### config.mk
export PLATFORM = sky130hd
export DESIGN_NAME = pri_sel
export DESIGN_NICKNAME = d
export VERILOG_FILES = /design/src/rtl/pri_sel.sv
export SDC_FILE = /design/constraint.sdc
export NUM_CORES = 1
export LEC_CHECK = 0
export ABC_AREA = 1
export BUFFER_PORTS_ARGS = -buffer_cell sky130_fd_sc_hd__buf_2
export CORE_AREA = 2 2 516 518
export CTS_CLUSTER_DIAMETER = 120
export DETAILED_ROUTE_END_ITERATION = 10
export DIE_AREA = 0 0 518 520
export PLACE_DENSITY = 0.3
export SYNTH_ARGS = -nofsm -noshare
export SYNTH_HDL_FRONTEND = slang
export SYNTH_SLANG_ARGS = --single-unit
export TNS_END_PERCENT = 30
### constraint.sdc
create_clock -name clk -period 102.3 [get_ports clk]
set_input_delay 10.23 -clock clk [delete_from_list [all_inputs] [get_ports clk]]
set_output_delay 10.23 -clock clk [all_outputs]
set_load 0.005 [all_outputs]
### src/rtl/pri_sel.sv
module pri_sel #(
  parameter int NUM_LINES  = 64,
  parameter int NUM_CPU    = 8,
  parameter int PRIV_LINES = 32
) (
  input  logic                           clk,
  input  logic                           rst_n,
  input  logic [NUM_CPU-1:0]             cpu_sel,
  input  logic [NUM_LINES-1:0]           line_en,
  input  logic [NUM_LINES-1:0]           line_pend,
  input  logic [NUM_LINES-1:0]           line_act,
  input  logic [NUM_LINES-1:0]           line_grp,
  input  logic [NUM_LINES*8-1:0]         line_prio,
  input  logic [NUM_LINES*NUM_CPU-1:0]   line_tgt,
  input  logic [7:0]                     prio_mask,
  input  logic [8:0]                     run_prio,
  input  logic [1:0]                     dist_grp_en,
  input  logic [1:0]                     cpu_grp_en,
  output logic [9:0]                     pend_id,
  output logic [8:0]                     pend_prio,
  output logic                           irq_req
);
  localparam logic [9:0] NONE_ID   = 10'd1023;
  localparam logic [8:0] NONE_PRIO = 9'h100;

  logic [NUM_LINES-1:0] cand;
  logic [9:0] best_id;
  logic [8:0] best_prio;
  logic       best_grp;

  genvar g;
  generate
    for (g = 0; g < NUM_LINES; g++) begin : g_cand
      if (g < PRIV_LINES) begin : g_priv
        assign cand[g] = line_en[g] & line_pend[g] & ~line_act[g];
      end else begin : g_shr
        assign cand[g] = line_en[g] & line_pend[g] & ~line_act[g] &
                         (|(line_tgt[g*NUM_CPU +: NUM_CPU] & cpu_sel));
      end
    end
  endgenerate

  always_comb begin
    best_id   = NONE_ID;
    best_prio = NONE_PRIO;
    best_grp  = 1'b0;
    for (int i = 0; i < NUM_LINES; i++) begin
      if (cand[i] && ({1'b0, line_prio[i*8 +: 8]} < best_prio)) begin
        best_prio = {1'b0, line_prio[i*8 +: 8]};
        best_id   = 10'(i);
        best_grp  = line_grp[i];
      end
    end
  end

  wire beats_mask = best_prio < {1'b0, prio_mask};
  wire beats_run  = best_prio < run_prio;
  wire grp_ok     = dist_grp_en[best_grp] & cpu_grp_en[best_grp];

  always_ff @(posedge clk) begin
    if (!rst_n) begin
      pend_id   <= NONE_ID;
      pend_prio <= NONE_PRIO;
      irq_req   <= 1'b0;
    end else begin
      pend_id   <= beats_mask ? best_id : NONE_ID;
      pend_prio <= best_prio;
      irq_req   <= beats_mask & beats_run & grp_ok;
    end
  end
endmodule

==> results of run 1 <==
## power breakdown
part / switching (mW) / total, mW / internal (mW)
logic: 0.497 / 0.786 / 0.289
clock network: 0.00421 / 0.00951 / 0.00530
registers: 0.00127 / 0.0105 / 0.00919
## through the flow
stage | TNS, ns | setup slack (ns)
3_5_place_dp | -35.78 | -2.98
4_1_cts | 0 | 0.00632
6_report | 0 | 8.88
3_3_place_gp | -43.87 | -3.45
2_1_floorplan | 0 | 14.52
5_1_grt | -0.709 | -0.143
## routing by layer
| metal | up-vias | global-route usage, % | part of all wire [%] |
|---|---|---|---|
| met3 | 337 | 3.00 | 6.0 |
| met4 | 130 | 2.34 | 2.6 |
| met2 | 1048 | 26.5 | 54 |
| met5 | - | 0 | 0.41 |
| met1 | 14700 | 13.3 | 37 |
| li1 | 16800 | - | - |
## cells in the final DEF, fill, tap and decap left out, drive strengths merged, types with 2 or more instances in the layout
master,instances
nor2,151
o211a,14
a31oi,5
a211oi,29
nand3b,15
buf,1263
nand3,308
or2,51
o211ai,20
nor4,4
a21oi,150
clkbuf,3
inv,744
nand2,1597
nand4,134
ha,395
and3,2
a311oi,2
mux2i,2
o21ai,480
diode,46
a22o,46
o311ai,4
clkinvlp,15
a221oi,53
clkinv,27
dfxtp,17
nor3,11
## logic make-up (layout without fill, tap and decap cells)
kind of cell    Yosys count  after routing  share of synthesized area (%)
simple gates           2270           2275                           43.7
buf+inv                 898           2052                           16.2
compound gates          810            810                           19.0
fa+ha+maj               395            395                           19.7
flops                    17             17                           1.35
mux                       2              2                         0.0797
other cells               0             46                              0
## cell usage after synthesis (all sizes together), types with 5 or more instances
cell	n
a211oi	29
a21oi	150
a221oi	53
a22o	46
a31oi	5
buf	65
clkbuf	49
clkinv	30
dfxtp	17
ha	395
inv	754
nand2	1597
nand3	303
nand3b	15
nand4	134
nor2	151
nor3	11
o211a	14
o211ai	20
o21ai	480
or2	51
## final cells by class
cell class	instances	area [um2]	area share [%]
sequential	17	340	0.944
multi-input combinational	3482	21200	58.7
inverter	784	3090	8.58
timing repair buffer	1263	6830	18.9
timing repair inverter	1	5.00	0.0139
clock inverter	1	5.00	0.0139
antenna	46	115	0.319
clock buffer	3	75.1	0.208
tap	3533	4420	12.3
## flip-flops by register name, summed over array words and instances, names as in the netlist
| signal | count |
|---|---|
| irq_req | 1 |
| pend_id | 7 |
| pend_prio | 9 |
## repair_timing
action | 4_1_cts | 5_1_grt
gates resized for setup | 56 | 163
gates cloned | 0 | 6
pin swaps | 1 | 21
setup endpoints to repair | 17 | 17
buffers inserted | 4 | 89
## path summary, 6_finish.rpt
kind,start,to,slack (ns),depth (start not counted)
worst max-delay path,line_en[0],irq_req$_SDFF_PN0_,8.88,669
worst min-delay path,rst_n,pend_prio[8]$_SDFF_PN1_,10.17,2
==> results.cfg, run 1 <==
[critical_path]
criticalPathCategory = primary input to flop
cp.required_ns = 102.52
critical_path.top_delay_family = simple AND/OR/NAND/NOR gates
crit_fanout = 19
crit_buf_inv = 135
cpMostUsedCell = nand2_1
critPathLaunchType = primary input
cpMaxStageDelayCell = o21ai_0
worstPathArrival_ns = 93.64
cpPeakStageDelay_ns = 0.39
end_kind = flop

[sta]
holdWs_ns = 10.17
max_slew_margin_pct = 25.6
post-route-period-util_pct = 91.3
hold_viol_final = 0
drv_slew = 0
tightest_slew_ns = 1.12
fmax_mhz = 10.7
min_period_ns = 93.42
setup_violations = 0

[logic_synthesis]
seq_area_frac_synth_pct = 1.35
synth_area_leaders = ha_1 20%, nand2_1 20%, inv_1 9.6%
syn_inst = 4392
synth-main-ff-cell = dfxtp_1
syn_nets = 6098
synth.top_cell.area_share_pct = 19.7
synth-edff-count = 0
synth.avg_cell_area_um2 = 5.72
syn_area_mm2 = 0.0251
yosysWarnings = 0
synth_cell_types = 62
async_flop_share_pct = 0
synth_seq_cells = 17
yosysTopAreaCell = ha_1

[outcome]
outcome = finished clean

[global_route]
grt_overflow_total = 0
grt_pass1_vias = 33100
antenna_found_initial = 176
track_usage_pct = 13.0
grt_max_degree = 21
grt_pass1_wl_mm = 250

[min_path]
hp-class = primary input to flop

[flow_run]
drv_cap = 0

[place]
io_buffer_count = 1074
routabilityCongestion = 0.932
placed_cell_area_mm2 = 0.0346
dp.cells = 8981
dpl.hpwl_mm = 170

[floorplan]
initial_core_util_pct = 9.52
io_pins = 1331
core_mm2 = 0.264
die_width_um = 518
die-area_mm2 = 0.269
fp-row-count = 189
die_h_um = 520

[layout]
final_cells = 9130
final_area_mm2 = 0.0360
drive_gt1_share_pct = 34.2
nFillCells = 31300
final_nets = 7258
syn_to_final_growth_pct = 43.5
utilization_pct = 13.7

[detailed_routing]
via_count = 33100
wire_per_inst_um = 20.1
dr.pass1.iters = 5
wl_mm = 184
ant_nets = 0
drt_iter0_markers = 1465
drc = 0
viasPerCell = 3.62

[power_and_ir_drop]
max-vdd-ir-drop_v = 0.00000767
p_total_mw = 0.806
cellPowerDensity_mw_per_mm2 = 22.4
leakage_nw = 19.5

[clock_tree]
ctsRootBufferMaster = clkbuf_16
hold_buffers = 0
cts.reportedPaths.clkPinSlew_ns = 0.07
cts_tree = done
cts_max_path_buffers = 2
cts_buffers = 3
htreeDepth = 1
cts.sinks = 17
Note: power is estimated with default switching activity, not from simulation.
==> run 2: changes to the inputs <==
Settings changed: BUFFER_PORTS_ARGS -buffer_cell sky130_fd_sc_hd__buf_2 to -buffer_cell sky130_fd_sc_hd__buf_4, MAX_ROUTING_LAYER from default to met4.
==> results.cfg, run 2 (synthesis gave the netlist of run 1 again) <==
[detailed_routing]
wl_mm = 188
wire_per_inst_um = 20.6
drc = 0
via_count = 32700
dr.pass1.iters = 5
drt_iter0_markers = 1384
ant_nets = 0
viasPerCell = 3.58

[critical_path]
end_kind = flop
crit_fanout = 20
cp.required_ns = 102.52
critPathLaunchType = primary input
cpPeakStageDelay_ns = 0.47
worstPathArrival_ns = 93.48
crit_start = line_en[0]
cpMaxStageDelayCell = o21ai_0
criticalPathCategory = primary input to flop
cpMostUsedCell = nand2_1

[floorplan]
die_h_um = 520
io_pins = 1331
core_mm2 = 0.264
fp-row-count = 189
initial_core_util_pct = 9.52
die_width_um = 518
die-area_mm2 = 0.269

[power_and_ir_drop]
leakage_nw = 20.4
cellPowerDensity_mw_per_mm2 = 21.0
max-vdd-ir-drop_v = 0.00000672
p_total_mw = 0.815

[sta]
setup_ws_ns = 9.04
tightest_slew_ns = 1.05
setup-tns-final_ns = 0
hold_viol_final = 0
setup_violations = 0
holdWs_ns = 10.16
min_period_ns = 93.26
drv_slew = 0
max_slew_margin_pct = 29.9
post-route-period-util_pct = 91.2
fmax_mhz = 10.7

[min_path]
hp-class = primary input to flop
hp-start = rst_n
hold_end = pend_prio[8]$_SDFF_PN1_
whs_path_depth = 2

[global_route]
grt_max_degree = 22
grt_pass1_wl_mm = 253
track_usage_pct = 13.6
grt_pass1_vias = 32800
antenna_found_initial = 83
grt_overflow_total = 0

[layout]
largest_reg_flops = 9
final_common_cell = nand2_1
syn_to_final_growth_pct = 54.7
final_nets = 7249
top_register = pend_prio
reg.largest.list = pend_prio: 9 flops, pend_id: 7 flops, irq_req: 1 flops
drive_gt1_share_pct = 34.3
final_area_mm2 = 0.0389
layout_common_cells = 1310 x nand2_1, 1244 x buf_4, 631 x inv_1, 395 x ha_1, 321 x o21ai_0

[flow_run]
drv_cap = 0

[place]
pre_cts_ws_ns = -2.88
placed_cell_area_mm2 = 0.0372
dpl.hpwl_mm = 173
io_buffer_count = 1074
routabilityCongestion = 0.920

[clock_tree]
ctsRootBufferMaster = clkbuf_16
cts_buffers = 3
htreeDepth = 1
cts_tree = done
hold_buffers = 0
cts.reportedPaths.clkPinSlew_ns = 0.07
cts_max_path_buffers = 2
cts.sinks = 17

[outcome]
outcome = finished clean
run 2: changes by cell type in the layout (fill, tap and decap cells not counted), sizes merged:
cell      before   now
nand2       1597  1598
nand3        308   311
diode         46    62
clkinvlp      15    16
buf         1263  1249
run 2: timing repair:
action,in CTS,in global routing
pin swaps,1,23
setup endpoints to repair,17,17
setup buffers,0,92
resized for setup,53,207
gates cloned,0,11
run 2: power breakdown:
| part | leakage (nW) | internal (mW) | switching, mW |
|---|---|---|---|
| combinational | 20.2 | 0.297 | 0.497 |
| sequential | 0.141 | 0.00920 | 0.00154 |
| clock | 0.0413 | 0.00530 | 0.00422 |
| total | 20.4 | 0.311 | 0.503 |
run 2: worst max path at each step:
stage / endpoint / slack [ns] / cells after the start
floorplan: irq_req$_SDFF_PN0_ / 14.52 / 1209
global placement: irq_req$_SDFF_PN0_ / -3.24 / 705
detailed placement: irq_req$_SDFF_PN0_ / -2.88 / 667
CTS: irq_req$_SDFF_PN0_ / 0.08 / 714
global route: irq_req$_SDFF_PN0_ / -0.18 / 1178
finish: irq_req$_SDFF_PN0_ / 9.04 / 637
run 2: worst max-delay path: cells and delay by family:
family / cells / cell delay [ns]
buffers and inverters: 125 / 13.49
AOI/OAI and AO/OA: 139 / 21.91
and+or+nand+nor: 309 / 28.57
adders and majority gates: 64 / 19.00
run 2: area by class of cell:
cell class	count	area [um2]
Antenna cell	62	155
Clock buffer	3	75.1
Fill cell	31100	225000
Clock inverter	1	5.00
Inverter	784	3110
Sequential cell	17	340
Tap cell	3533	4420
Timing Repair inverter	2	12.5
Timing Repair Buffer	1249	9400
Multi-Input combinational cell	3486	21300
run 2: per-layer routing:
metal,track usage (%),up-vias,wire length [um]
met5,-,-,0
met4,1.61,0,2510
met3,3.16,100,11200
met2,27.0,930,104000
met1,13.7,14800,69900
li1,-,16900,-
run 2: metrics by stage:
step | instances | utilization, %
after floorplan | 4392 | -
after global placement | 8966 | 14.1
after detailed placement | 8968 | 14.1
after CTS | 8972 | 14.1
after global routing | 9132 | 14.7
final | 9137 | 14.7
==> run 3: changes to the inputs <==
Settings changed: CORE_AREA 2 2 516 518 to 2 2 522 524, DIE_AREA 0 0 518 520 to 0 0 524 526, GPL_TIMING_DRIVEN from default to 0, RECOVER_POWER from default to 50.
==> results.cfg, run 3 (synthesis gave the netlist of run 1 again) <==
[min_path]
hp-class = primary input to flop
whs_path_depth = 2
hold_end = pend_prio[8]$_SDFF_PN1_
hp-start = rst_n

[layout]
drive_gt1_share_pct = 36.4
final_common_cell = nand2_1
final_nets = 7339
utilization_pct = 14.9
final_cells = 9289
final_area_mm2 = 0.0403
reg.largest.list = pend_prio: 9 flops, pend_id: 7 flops, irq_req: 1 flops
layout_common_cells = 1300 x nand2_1, 1214 x buf_4, 632 x inv_1, 384 x ha_1, 306 x o21ai_0
syn_to_final_growth_pct = 60.4
largest_reg_flops = 9
top_register = pend_prio

[detailed_routing]
wire_per_inst_um = 19.7
drt_iter0_markers = 1463
drc = 0
via_count = 32900
viasPerCell = 3.54
dr.pass1.iters = 8
ant_nets = 0
wl_mm = 183

[global_route]
grt_pass1_vias = 32400
grt_overflow_total = 0
grt_max_degree = 12
track_usage_pct = 12.9
antenna_found_initial = 109
grt_pass1_wl_mm = 245

[place]
placed_cell_area_mm2 = 0.0378
dp.cells = 9046
io_buffer_count = 1074
dpl.hpwl_mm = 170
routabilityCongestion = 0.882

[critical_path]
cp.required_ns = 102.49
crit_fanout = 11
worstPathArrival_ns = 94.81
end_kind = flop
cpMaxStageDelayCell = nor4b_1
cpMostUsedCell = nand2_1
cpPeakStageDelay_ns = 0.56
criticalPathCategory = primary input to flop
critPathLaunchType = primary input

[floorplan]
io_pins = 1331
initial_core_util_pct = 9.31
fp-row-count = 191
die-area_mm2 = 0.276
die_h_um = 526
die_width_um = 524
core_mm2 = 0.270

[power_and_ir_drop]
leakage_nw = 21.0
max-vdd-ir-drop_v = 0.00000608
cellPowerDensity_mw_per_mm2 = 20.8

[sta]
hold_viol_final = 0
holdWs_ns = 10.17
post-route-period-util_pct = 92.5
drv_slew = 0
setup-tns-final_ns = 0
tightest_slew_ns = 1.40
fmax_mhz = 10.6
setup_violations = 0
min_period_ns = 94.62
max_slew_margin_pct = 6.46

[clock_tree]
cts_max_path_buffers = 2
cts.sinks = 17
cts_tree = done
htreeDepth = 1
ctsRootBufferMaster = clkbuf_16
cts.reportedPaths.clkPinSlew_ns = 0.07
cts_buffers = 3

[outcome]
outcome = finished clean

[flow_run]
drv_cap = 0
## run 3: cell types whose count changed in the layout (fill, tap and decap cells not counted), sizes merged
cell,previous run,this run
nand3,311,305
nand2,1598,1597
clkinvlp,16,7
inv,744,753
diode,62,87
clkinv,27,26
clkbuf,3,60
buf,1249,1290
## run 3: how the worst max path moves through the flow
stage           startpoint                 end  slack (ns)  cells past startpoint
3_3_place_gp   line_act[0]  irq_req$_SDFF_PN0_       -8.85                    748
5_1_grt         line_en[0]  irq_req$_SDFF_PN0_       -0.39                   1181
3_5_place_dp    line_en[0]  irq_req$_SDFF_PN0_       -8.46                    744
2_1_floorplan   line_en[0]  irq_req$_SDFF_PN0_       14.52                   1209
4_1_cts         line_en[0]  irq_req$_SDFF_PN0_        0.01                   1180
6_report        line_en[0]  irq_req$_SDFF_PN0_        7.68                    718
## run 3: worst max-delay path: cells and delay by family
kind	cells	cell delay (ns)
AO/OA/AOI/OAI	136	18.54
adder cells (fa/ha/maj)	64	18.97
buffers and inverters	172	18.63
AND/OR/NAND/NOR	346	28.05
## run 3: per-stage QoR
step | setup slack [ns] | power [mW]
floorplan | 14.52 | 0.534
global placement | -8.85 | 0.774
detailed placement | -8.46 | 0.778
CTS | 0.0120 | 0.799
global route | -0.387 | 0.959
finish | 7.68 | 0.837
## run 3: layout make-up
class | count | area, um2
clock buffer | 3 | 75.1
sequential | 17 | 340
clock inverter | 1 | 7.51
timing repair buffer | 1233 | 9290
fill | 31600 | 230000
buffer | 114 | 1210
timing repair inverter | 1 | 7.51
antenna | 87 | 218
tap | 3570 | 4470
multi-input combinational | 3479 | 21600
inverter | 784 | 3120
## run 3: power breakdown
part           switching (mW)  total (mW)  internal, mW
clock network         0.00448     0.00983       0.00535
logic                   0.497       0.817         0.320
registers             0.00121      0.0104       0.00918
total                   0.502       0.837         0.335
## run 3: per-layer routing
layer | GRT usage (%) | wire, um | vias up
met5 | - | 0 | -
met4 | 3.13 | 4100 | 0
met3 | 3.26 | 12000 | 94
met2 | 23.9 | 95600 | 963
met1 | 13.4 | 71200 | 14800
li1 | - | - | 17100
## run 3: what timing repair did
| item | CTS | global route |
|---|---|---|
| hold buffers | 0 | 0 |
| endpoints found under the setup margin | 17 | 17 |
| gates resized for setup | 94 | 319 |
| gates cloned | 0 | 4 |
| pin swaps | 5 | 47 |
| setup buffers | 3 | 144 |
